[src/rtl/dbg_reg_scan_pkg.sv]
package dbg_reg_scan_pkg;
  typedef enum logic [1:0] {
    ACC_NONE  = 2'd0,
    ACC_WRITE = 2'd1,
    ACC_READ  = 2'd2
  } acc_kind_e;
endpackage

[src/rtl/dbg_reg_scan_chain.sv]
module dbg_reg_scan_chain #(
  parameter int DATA_W = 32,
  parameter int ADDR_W = 7
) (
  input  logic                            clk,
  input  logic                            rst,
  input  logic                            capture_en,
  input  logic                            shift_en,
  input  logic                            update_en,
  input  logic                            sdi,
  input  logic [DATA_W-1:0]               load_data,
  output logic                            sdo,
  output logic [DATA_W+ADDR_W:0]          frame,
  output logic                            frame_ok
);
  localparam int CHAIN_W = DATA_W + ADDR_W + 1;
  localparam int CNT_W   = $clog2(CHAIN_W + 2);
  localparam logic [CNT_W-1:0] CNT_FULL = CNT_W'(CHAIN_W);
  localparam logic [CNT_W-1:0] CNT_OVER = CNT_W'(CHAIN_W + 1);

  logic [CHAIN_W-1:0] sr;
  logic [CNT_W-1:0]   cnt;
  logic               armed;

  always_ff @(posedge clk) begin
    if (rst) begin
      sr    <= '0;
      cnt   <= '0;
      armed <= 1'b0;
    end else if (capture_en) begin
      sr    <= {{(ADDR_W + 1){1'b0}}, load_data};
      cnt   <= '0;
      armed <= 1'b1;
    end else if (shift_en) begin
      sr    <= {sdi, sr[CHAIN_W-1:1]};
      if (cnt != CNT_OVER) cnt <= cnt + 1'b1;
    end else if (update_en) begin
      armed <= 1'b0;
    end
  end

  assign sdo      = sr[0];
  assign frame    = sr;
  assign frame_ok = update_en && !capture_en && !shift_en && armed && (cnt == CNT_FULL);

  a_r2_capture_clears_header: assert property (@(posedge clk) disable iff (rst)
    capture_en |=> (sr[CHAIN_W-1:DATA_W] == '0) && (cnt == '0));

  a_r1_shift_one_place: assert property (@(posedge clk) disable iff (rst)
    (shift_en && !capture_en) |=> (sr[CHAIN_W-2:0] == $past(sr[CHAIN_W-1:1])));

  a_r6_update_disarms: assert property (@(posedge clk) disable iff (rst)
    (update_en && !capture_en && !shift_en) |=> !frame_ok);
endmodule

[src/rtl/dbg_reg_scan_access.sv]
module dbg_reg_scan_access
  import dbg_reg_scan_pkg::*;
#(
  parameter int DATA_W = 32,
  parameter int ADDR_W = 7
) (
  input  logic                   clk,
  input  logic                   rst,
  input  logic                   frame_ok,
  input  logic [DATA_W+ADDR_W:0] frame,
  input  logic [DATA_W-1:0]      bank_rdata,
  output logic [ADDR_W-1:0]      bank_addr,
  output logic [DATA_W-1:0]      bank_wdata,
  output logic                   bank_we,
  output logic                   bank_re,
  output logic [DATA_W-1:0]      hold
);
  localparam int FLAG_BIT = DATA_W + ADDR_W;

  acc_kind_e   kind;
  logic        re_d;

  always_comb begin
    if (!frame_ok)          kind = ACC_NONE;
    else if (frame[FLAG_BIT]) kind = ACC_WRITE;
    else                    kind = ACC_READ;
  end

  always_ff @(posedge clk) begin
    if (rst) begin
      bank_addr  <= '0;
      bank_wdata <= '0;
      bank_we    <= 1'b0;
      bank_re    <= 1'b0;
      re_d       <= 1'b0;
      hold       <= '0;
    end else begin
      bank_we <= 1'b0;
      bank_re <= 1'b0;
      re_d    <= bank_re;
      if (kind != ACC_NONE) bank_addr <= frame[FLAG_BIT-1:DATA_W];
      if (kind == ACC_WRITE) begin
        bank_we    <= 1'b1;
        bank_wdata <= frame[DATA_W-1:0];
      end
      if (kind == ACC_READ) bank_re <= 1'b1;
      if (re_d) hold <= bank_rdata;
    end
  end

  a_r3_we_one_clock: assert property (@(posedge clk) disable iff (rst)
    bank_we |=> !bank_we);

  a_r4_re_one_clock: assert property (@(posedge clk) disable iff (rst)
    bank_re |=> !bank_re);

  a_r3_strobes_exclusive: assert property (@(posedge clk) disable iff (rst)
    !(bank_we && bank_re));

  a_r8_hold_only_after_read: assert property (@(posedge clk) disable iff (rst)
    !$stable(hold) |-> $past(bank_re, 2));
endmodule

[src/rtl/dbg_reg_scan.sv]
module dbg_reg_scan #(
  parameter int DATA_W = 32,
  parameter int ADDR_W = 7
) (
  input  logic              clk,
  input  logic              rst,
  input  logic              capture_en,
  input  logic              shift_en,
  input  logic              update_en,
  input  logic              sdi,
  output logic              sdo,
  output logic [ADDR_W-1:0] bank_addr,
  output logic [DATA_W-1:0] bank_wdata,
  output logic              bank_we,
  output logic              bank_re,
  input  logic [DATA_W-1:0] bank_rdata
);
  localparam int CHAIN_W = DATA_W + ADDR_W + 1;

  logic [CHAIN_W-1:0] frame;
  logic               frame_ok;
  logic [DATA_W-1:0]  hold;

  dbg_reg_scan_chain #(.DATA_W(DATA_W), .ADDR_W(ADDR_W)) u_chain (
    .clk(clk), .rst(rst),
    .capture_en(capture_en), .shift_en(shift_en), .update_en(update_en),
    .sdi(sdi), .load_data(hold), .sdo(sdo),
    .frame(frame), .frame_ok(frame_ok)
  );

  dbg_reg_scan_access #(.DATA_W(DATA_W), .ADDR_W(ADDR_W)) u_access (
    .clk(clk), .rst(rst),
    .frame_ok(frame_ok), .frame(frame), .bank_rdata(bank_rdata),
    .bank_addr(bank_addr), .bank_wdata(bank_wdata),
    .bank_we(bank_we), .bank_re(bank_re), .hold(hold)
  );

  a_r5_access_needs_update: assert property (@(posedge clk) disable iff (rst)
    (bank_we || bank_re) |-> $past(update_en));
endmodule

[config.mk]
export PLATFORM = sky130hd
export DESIGN_NAME = dbg_reg_scan
export DESIGN_NICKNAME = d
export VERILOG_FILES = /design/src/rtl/dbg_reg_scan_pkg.sv /design/src/rtl/dbg_reg_scan_chain.sv /design/src/rtl/dbg_reg_scan_access.sv /design/src/rtl/dbg_reg_scan.sv
export SDC_FILE = /design/constraint.sdc
export NUM_CORES = 1
export LEC_CHECK = 0
export BUFFER_PORTS_ARGS = -buffer_cell sky130_fd_sc_hd__buf_4
export CAP_MARGIN = 20
export CORE_ASPECT_RATIO = 1.2
export CORE_MARGIN = 8
export CORE_UTILIZATION = 29
export DETAILED_ROUTE_END_ITERATION = 8
export PLACE_DENSITY_LB_ADDON = 0.05
export SLEW_MARGIN = 20
export SYNTH_ARGS = -nofsm -noshare
export SYNTH_HDL_FRONTEND = slang
export SYNTH_SLANG_ARGS = --single-unit
export TNS_END_PERCENT = 10
[constraint.sdc]
create_clock -name clk -period 1.3 [get_ports clk]
set_input_delay 0.325 -clock clk [delete_from_list [all_inputs] [get_ports clk]]
set_output_delay 0.325 -clock clk [all_outputs]
set_load 0.01 [all_outputs]
==> results of run 1 <==
final timing paths:
kind                           startpoint                 endpoint  slack (ns)  depth (start not counted)
hold / removal              bank_rdata[6]         u_access.hold[6]        0.16                          3
hold reg to reg   u_access.bank_wdata[14]  u_access.bank_wdata[14]        0.47                          2
setup / recovery           u_chain.cnt[4]  u_access.bank_wdata[11]       -0.08                          4
setup reg to reg           u_chain.cnt[4]  u_access.bank_wdata[11]       -0.08                          4
cells in the final DEF, fill, tap and decap left out, types with 2 or more instances in the layout:
cell type  instances
xor2_1             2
clkbuf_8           4
buf_4            101
clkbuf_16         17
clkinv_2           5
dfxtp_1          118
nand4_1            2
nand2b_1          79
nor2_1            76
mux2_2            32
ha_1               3
buf_12             7
dfxtp_2            3
mux2i_1          113
nor2b_1            2
a21oi_1            3
bufinv_16          2
clkbuf_1           3
nand2_1            7
worst reg2reg max path: cells and delay by family, from the launching register on:
family,cells,cell delay (ns)
buf+inv,1,0.18
mux,1,0.21
simple gates,2,0.61
flops,1,0.31
registers in the layout, indices dropped and copies added, names as in the netlist:
| signal | count |
|---|---|
| u_access.bank_wdata | 32 |
| u_access.bank_we | 1 |
| u_chain.frame | 40 |
| u_access.bank_addr | 7 |
| u_access.bank_re | 1 |
| u_access.re_d | 1 |
| u_access.hold | 32 |
| u_chain.cnt | 6 |
| u_chain.armed | 1 |
repair_timing:
item	CTS	global route
endpoints found under the setup margin	41	42
pin swaps	0	0
cloned	0	0
gates resized for setup	3	2
per-layer routing:
metal  part of all wire [%]  vias to the layer above  track usage [%]
li1                       -                     1807                -
met1                     45                     1643             12.9
met2                     49                       58             17.7
met3                    4.6                       12             3.71
met4                    1.1                        0             4.30
met5                      0                        -                0
cells in the mapped netlist (3+ instances only):
cell type	number	area, um2
nand2_1	7	26.3
nor2_1	76	285
ha_1	3	37.5
nand2b_1	79	494
mux2i_1	113	1130
clkbuf_1	14	52.6
a21oi_1	3	15.0
buf_12	3	60.1
nor2b_1	3	18.8
mux2_2	32	360
dfxtp_1	121	2420
buf_2	15	75.1
report_power, final:
part / switching, uW / internal, uW / total (uW)
Combinational: 171 / 199 / 370
Sequential: 3.54 / 3720 / 3720
Clock: 1590 / 3010 / 4590
Total: 1760 / 6920 / 8690
metrics by stage:
| step | setup slack [ns] | hold WS (ns) |
|---|---|---|
| after CTS | -0.0897 | 0.131 |
| final | -0.0832 | 0.155 |
| after global routing | -0.150 | 0.147 |
| after global placement | -0.0641 | 0.460 |
| after floorplan | -0.0352 | 0.450 |
| after detailed placement | -0.111 | 0.467 |
final cells by class:
class	instances	area share (%)
multi-input cells	331	37.4
flip-flops and latches	121	36.2
repair buffers	108	13.4
clock buffers	24	7.34
well taps	220	4.11
clock inverters	8	1.38
inverters	2	0.112
cell families after synthesis:
logic type,Yosys count,share of synthesized area [%]
AND/OR/NAND/NOR,175,17.7
adder cells (fa/ha/maj),3,0.732
XOR/XNOR,2,0.342
flip-flops,121,47.2
buffers and inverters,37,4.24
multiplexers,145,29.1
AO/OA/AOI/OAI,6,0.707
==> impl_metrics.py, run 1 <==
metrics = {
    "detailed_routing": {
        "vias": 3520,
        "drt_iter0_drc": 118,
        "firstDrtPassIters": 4,
        "drc": 0,
        "vias_per_cell": 4.32,
        "routed_wl_um": 11600,
        "ant_nets": 0,
        "wl_per_cell_um": 14.3,
    },
    "timing": {
        "layout_setup_ws_ns": -0.0832,
        "clock.fmax_mhz": 723,
        "finClkSkew_ns": 0.00638,
        "min_period_ns": 1.38,
        "worst_pin_slew_ns": 0.262,
        "hold_violations": 0,
        "slew_headroom_pct": 82.5,
        "setup_tns_ns": -2.00,
        "rsz0062_at_grt": "yes",
        "finalCritPeriodShare_pct": 106,
        "report.final.setup_viol": 39,
        "drv_slew": 0,
    },
    "min_path": {
        "hp-class": "in -> reg",
    },
    "pwr": {
        "ir_drop_mv": 0.743,
        "p_leak_uw": 0.00266,
        "powerDensity_nw_per_um2": 1300,
        "power_uw": 8690,
    },
    "critical_path": {
        "critical_path_class": "reg -> reg",
        "startpoint_type": "register",
        "slowest_stage": "and4bb_1",
        "worstPathCellList": "and4bb_1 > and4_4 > buf_12 > mux2i_1",
        "path_buf_inv": 1,
        "crit_path_max_fanout": 17,
        "slowest_delay_ns": 0.33,
        "arrival_ns": 1.71,
        "critPathCaptureType": "register",
        "cp_top_family": "simple AND/OR/NAND/NOR gates",
        "required_ns": 1.63,
    },
    "global_routing": {
        "grt_max_degree": 68,
        "antenna_found_initial": 0,
        "gr-usage-all-layers_pct": 10.9,
        "grt-ovfl-total": 0,
        "grt_pass1_wl_um": 19000,
        "grt_pass1_vias": 3692,
    },
    "final_layout": {
        "drive_above_1_share_pct": 30.1,
        "antenna_cells": 0,
        "final_area_um2": 6700,
        "instances_no_fill": 814,
        "multi_input_area_um2": 2500,
        "regArea_um2": 2430,
        "area_delta_synth_final_pct": 30.5,
        "nets": 622,
        "final_core_util_pct": 38.4,
        "fillers": 1759,
    },
    "placed_design": {
        "numPortBuffers": 79,
        "place_inst": 782,
        "gp_congestion": 0.703,
        "dp_hpwl_um": 8240,
        "post_dp_cell_area_um2": 6100,
    },
    "job": {
        "max-cap-violations": 0,
    },
    "yosys": {
        "mappedNetlistArea_um2": 5130,
        "synth_warnings": 0,
        "synth_top_flop_cell": "dfxtp_1",
        "synth_area_per_cell_um2": 10.5,
        "synth-edff-count": 0,
        "synth_nets": 530,
        "async_flop_share_pct": 0,
        "ys_types": 28,
        "netlist_instances": 489,
        "ys_seq_elements": 121,
        "ys_seq_area_share_pct": 47.2,
    },
    "die": {
        "coreArea_um2": 17400,
        "ios": 80,
        "die_area_um2": 22200,
        "die-height_um": 162,
        "die_width_um": 137,
        "initial_core_util_pct": 29.4,
        "rows": 53,
    },
    "cts": {
        "cts.clk_slew.worst_paths_ns": 0.05,
        "cts-hold-fix-buffers": 0,
        "post_cts_buffers": 0,
        "cts_buffers": 17,
        "cts_tree": "yes",
        "clockRootBuffer": "clkbuf_16",
        "clock_sinks": 121,
        "htree_num_levels": 4,
        "clockBufferDepth": 2,
        "insertion_delay_ns": 0.40,
    },
    "outcome": {
        "failed_checks": "setup timing",
        "status": "complete, but fails checks",
    },
}
Note: power is estimated with default switching activity, not from simulation.
==> run 2, diff against run 1 <==
RECOVER_POWER = 25   (was unset)
==> run 2 against run 1 <==
Compared with the run above: the flow still finishes with violations (setup timing); worst hold slack about the same; critical path depth stayed put; first-iteration DRC count up 7.6%; clock skew is essentially flat; fmax is essentially flat; sequential power about the same; utilization down 0.14 points.
==> impl_metrics.py, run 2 (synthesis gave the netlist of run 1 again) <==
metrics = {
    "outcome": {
        "status": "complete, but fails checks",
        "failed_checks": "setup timing",
    },
    "timing": {
        "finClkSkew_ns": 0.00621,
        "hold_violations": 0,
        "clock.fmax_mhz": 723,
        "rsz0062_at_grt": "yes",
        "drv_slew": 0,
        "finalCritPeriodShare_pct": 106,
        "report.final.setup_viol": 41,
        "slew_headroom_pct": 58.6,
        "worst_pin_slew_ns": 0.621,
        "min_period_ns": 1.38,
        "layout_setup_ws_ns": -0.0837,
    },
    "min_path": {
        "hp-class": "in -> reg",
        "min_to": "u_access.hold[6]",
        "hold_path_depth": 3,
        "min-delay-start": "bank_rdata[6]",
    },
    "placed_design": {
        "place_inst": 782,
        "dp_hpwl_um": 8240,
        "pre_cts_slack_ns": -0.111,
        "gp_congestion": 0.703,
        "numPortBuffers": 79,
    },
    "cts": {
        "clockBufferDepth": 2,
        "htree_num_levels": 4,
        "clock_sinks": 121,
        "cts.clk_slew.worst_paths_ns": 0.05,
        "insertion_delay_ns": 0.40,
        "cts_tree": "yes",
        "clockRootBuffer": "clkbuf_16",
        "cts-hold-fix-buffers": 0,
        "cts_buffers": 17,
    },
    "final_layout": {
        "largest_register_ffs": 40,
        "nets": 622,
        "area_delta_synth_final_pct": 30.1,
        "drive_above_1_share_pct": 30.0,
        "layout.cells.most_common": "dfxtp_1",
        "antenna_cells": 0,
        "layout_common_cells": "dfxtp_1 (118), mux2i_1 (113), buf_4 (97), nand2b_1 (79), nor2_1 (76)",
        "instances_no_fill": 814,
    },
    "critical_path": {
        "required_ns": 1.63,
        "arrival_ns": 1.71,
        "r2r_slack_ns": -0.08,
        "critical_path_class": "reg -> reg",
        "crit_path_max_fanout": 17,
        "rr_startpoint": "u_chain.cnt[4]",
        "startpoint_type": "register",
        "critPathCaptureType": "register",
        "reg2reg_to": "u_access.bank_wdata[11]",
        "worst-r2r-cell-count": 4,
    },
    "die": {
        "ios": 80,
        "coreArea_um2": 17400,
        "rows": 53,
        "die_area_um2": 22200,
        "die-height_um": 162,
        "initial_core_util_pct": 29.4,
        "die_width_um": 137,
    },
    "global_routing": {
        "antenna_found_initial": 0,
        "grt_pass1_vias": 3692,
        "gr-usage-all-layers_pct": 10.9,
        "grt-ovfl-total": 0,
        "grt_max_degree": 68,
        "grt_pass1_wl_um": 19000,
    },
    "pwr": {
        "sw_frac_of_total_pct": 20.3,
        "p_leak_uw": 0.00265,
        "p_int_uw": 6920,
        "power_frac_seq_pct": 42.9,
        "powerDensity_nw_per_um2": 1300,
        "ir_drop_mv": 0.743,
        "p_switching_uw": 1760,
        "power_uw": 8680,
        "comb_power_share_pct": 4.2,
        "p_clk_share_pct": 53.0,
    },
    "detailed_routing": {
        "vias": 3512,
        "wl_per_cell_um": 14.2,
        "routed_wl_um": 11600,
        "drc": 0,
        "vias_per_cell": 4.31,
        "firstDrtPassIters": 4,
        "drt_iter0_drc": 127,
        "ant_nets": 0,
    },
    "job": {
        "max-cap-violations": 0,
    },
}
==> run 2: area by class of cell <==
class	count	area (um2)
fill	1761	10800
timing repair buffer	108	875
clock buffer	24	492
tap	220	275
sequential	121	2430
clock inverter	8	92.6
multi-input combinational	331	2500
inverter	2	7.51
==> run 2: metal layers <==
layer	part of all wire (%)	global-route usage, %
met5	0	0
met1	45	12.9
met2	49	17.7
met4	1.1	4.30
met3	4.6	3.71
==> run 2: power by group through the flow <==
stage	Combinational (uW)	Clock, uW	Sequential, uW
2_1_floorplan	198	0	3800
3_3_place_gp	374	0	3800
3_5_place_dp	375	0	3800
4_1_cts	376	4750	3720
5_1_grt	392	4930	3720
6_report	361	4590	3720
==> run 2: worst max-delay path, stage by stage, from the launching register on <==
cell	delay, ns
dfxtp_1	0.31
and4bb_1	0.33
and4_4	0.28
buf_12	0.18
mux2i_1	0.20
==> run 2: worst max path at each step <==
stage	from	cells past startpoint	slack [ns]	endpoint
6_report	u_chain.cnt[4]	4	-0.08	u_access.bank_wdata[11]
5_1_grt	u_chain.cnt[4]	4	-0.15	u_access.bank_wdata[12]
4_1_cts	u_chain.cnt[4]	4	-0.09	u_access.bank_wdata[11]
3_5_place_dp	u_chain.cnt[1]	6	-0.11	u_access.bank_wdata[11]
3_3_place_gp	u_chain.cnt[1]	6	-0.06	u_access.bank_wdata[15]
2_1_floorplan	shift_en	5	-0.04	u_chain.frame[19]
==> run 2: through the flow <==
stage	instance area [um2]	utilization, %	hold slack (ns)	setup TNS (ns)
detailed placement	6100	35.0	0.467	-3.14
global placement	6100	35.0	0.460	-1.96
floorplan	5130	-	0.450	-1.44
global route	6670	38.3	0.147	-4.62
finish	6670	38.3	0.155	-2.05
CTS	6690	38.3	0.131	-2.28
==> run 2: timing repair <==
item                       in CTS  in global routing
setup endpoints to repair      41                 42
buffers inserted                0                  0
gates resized for setup         3                  2
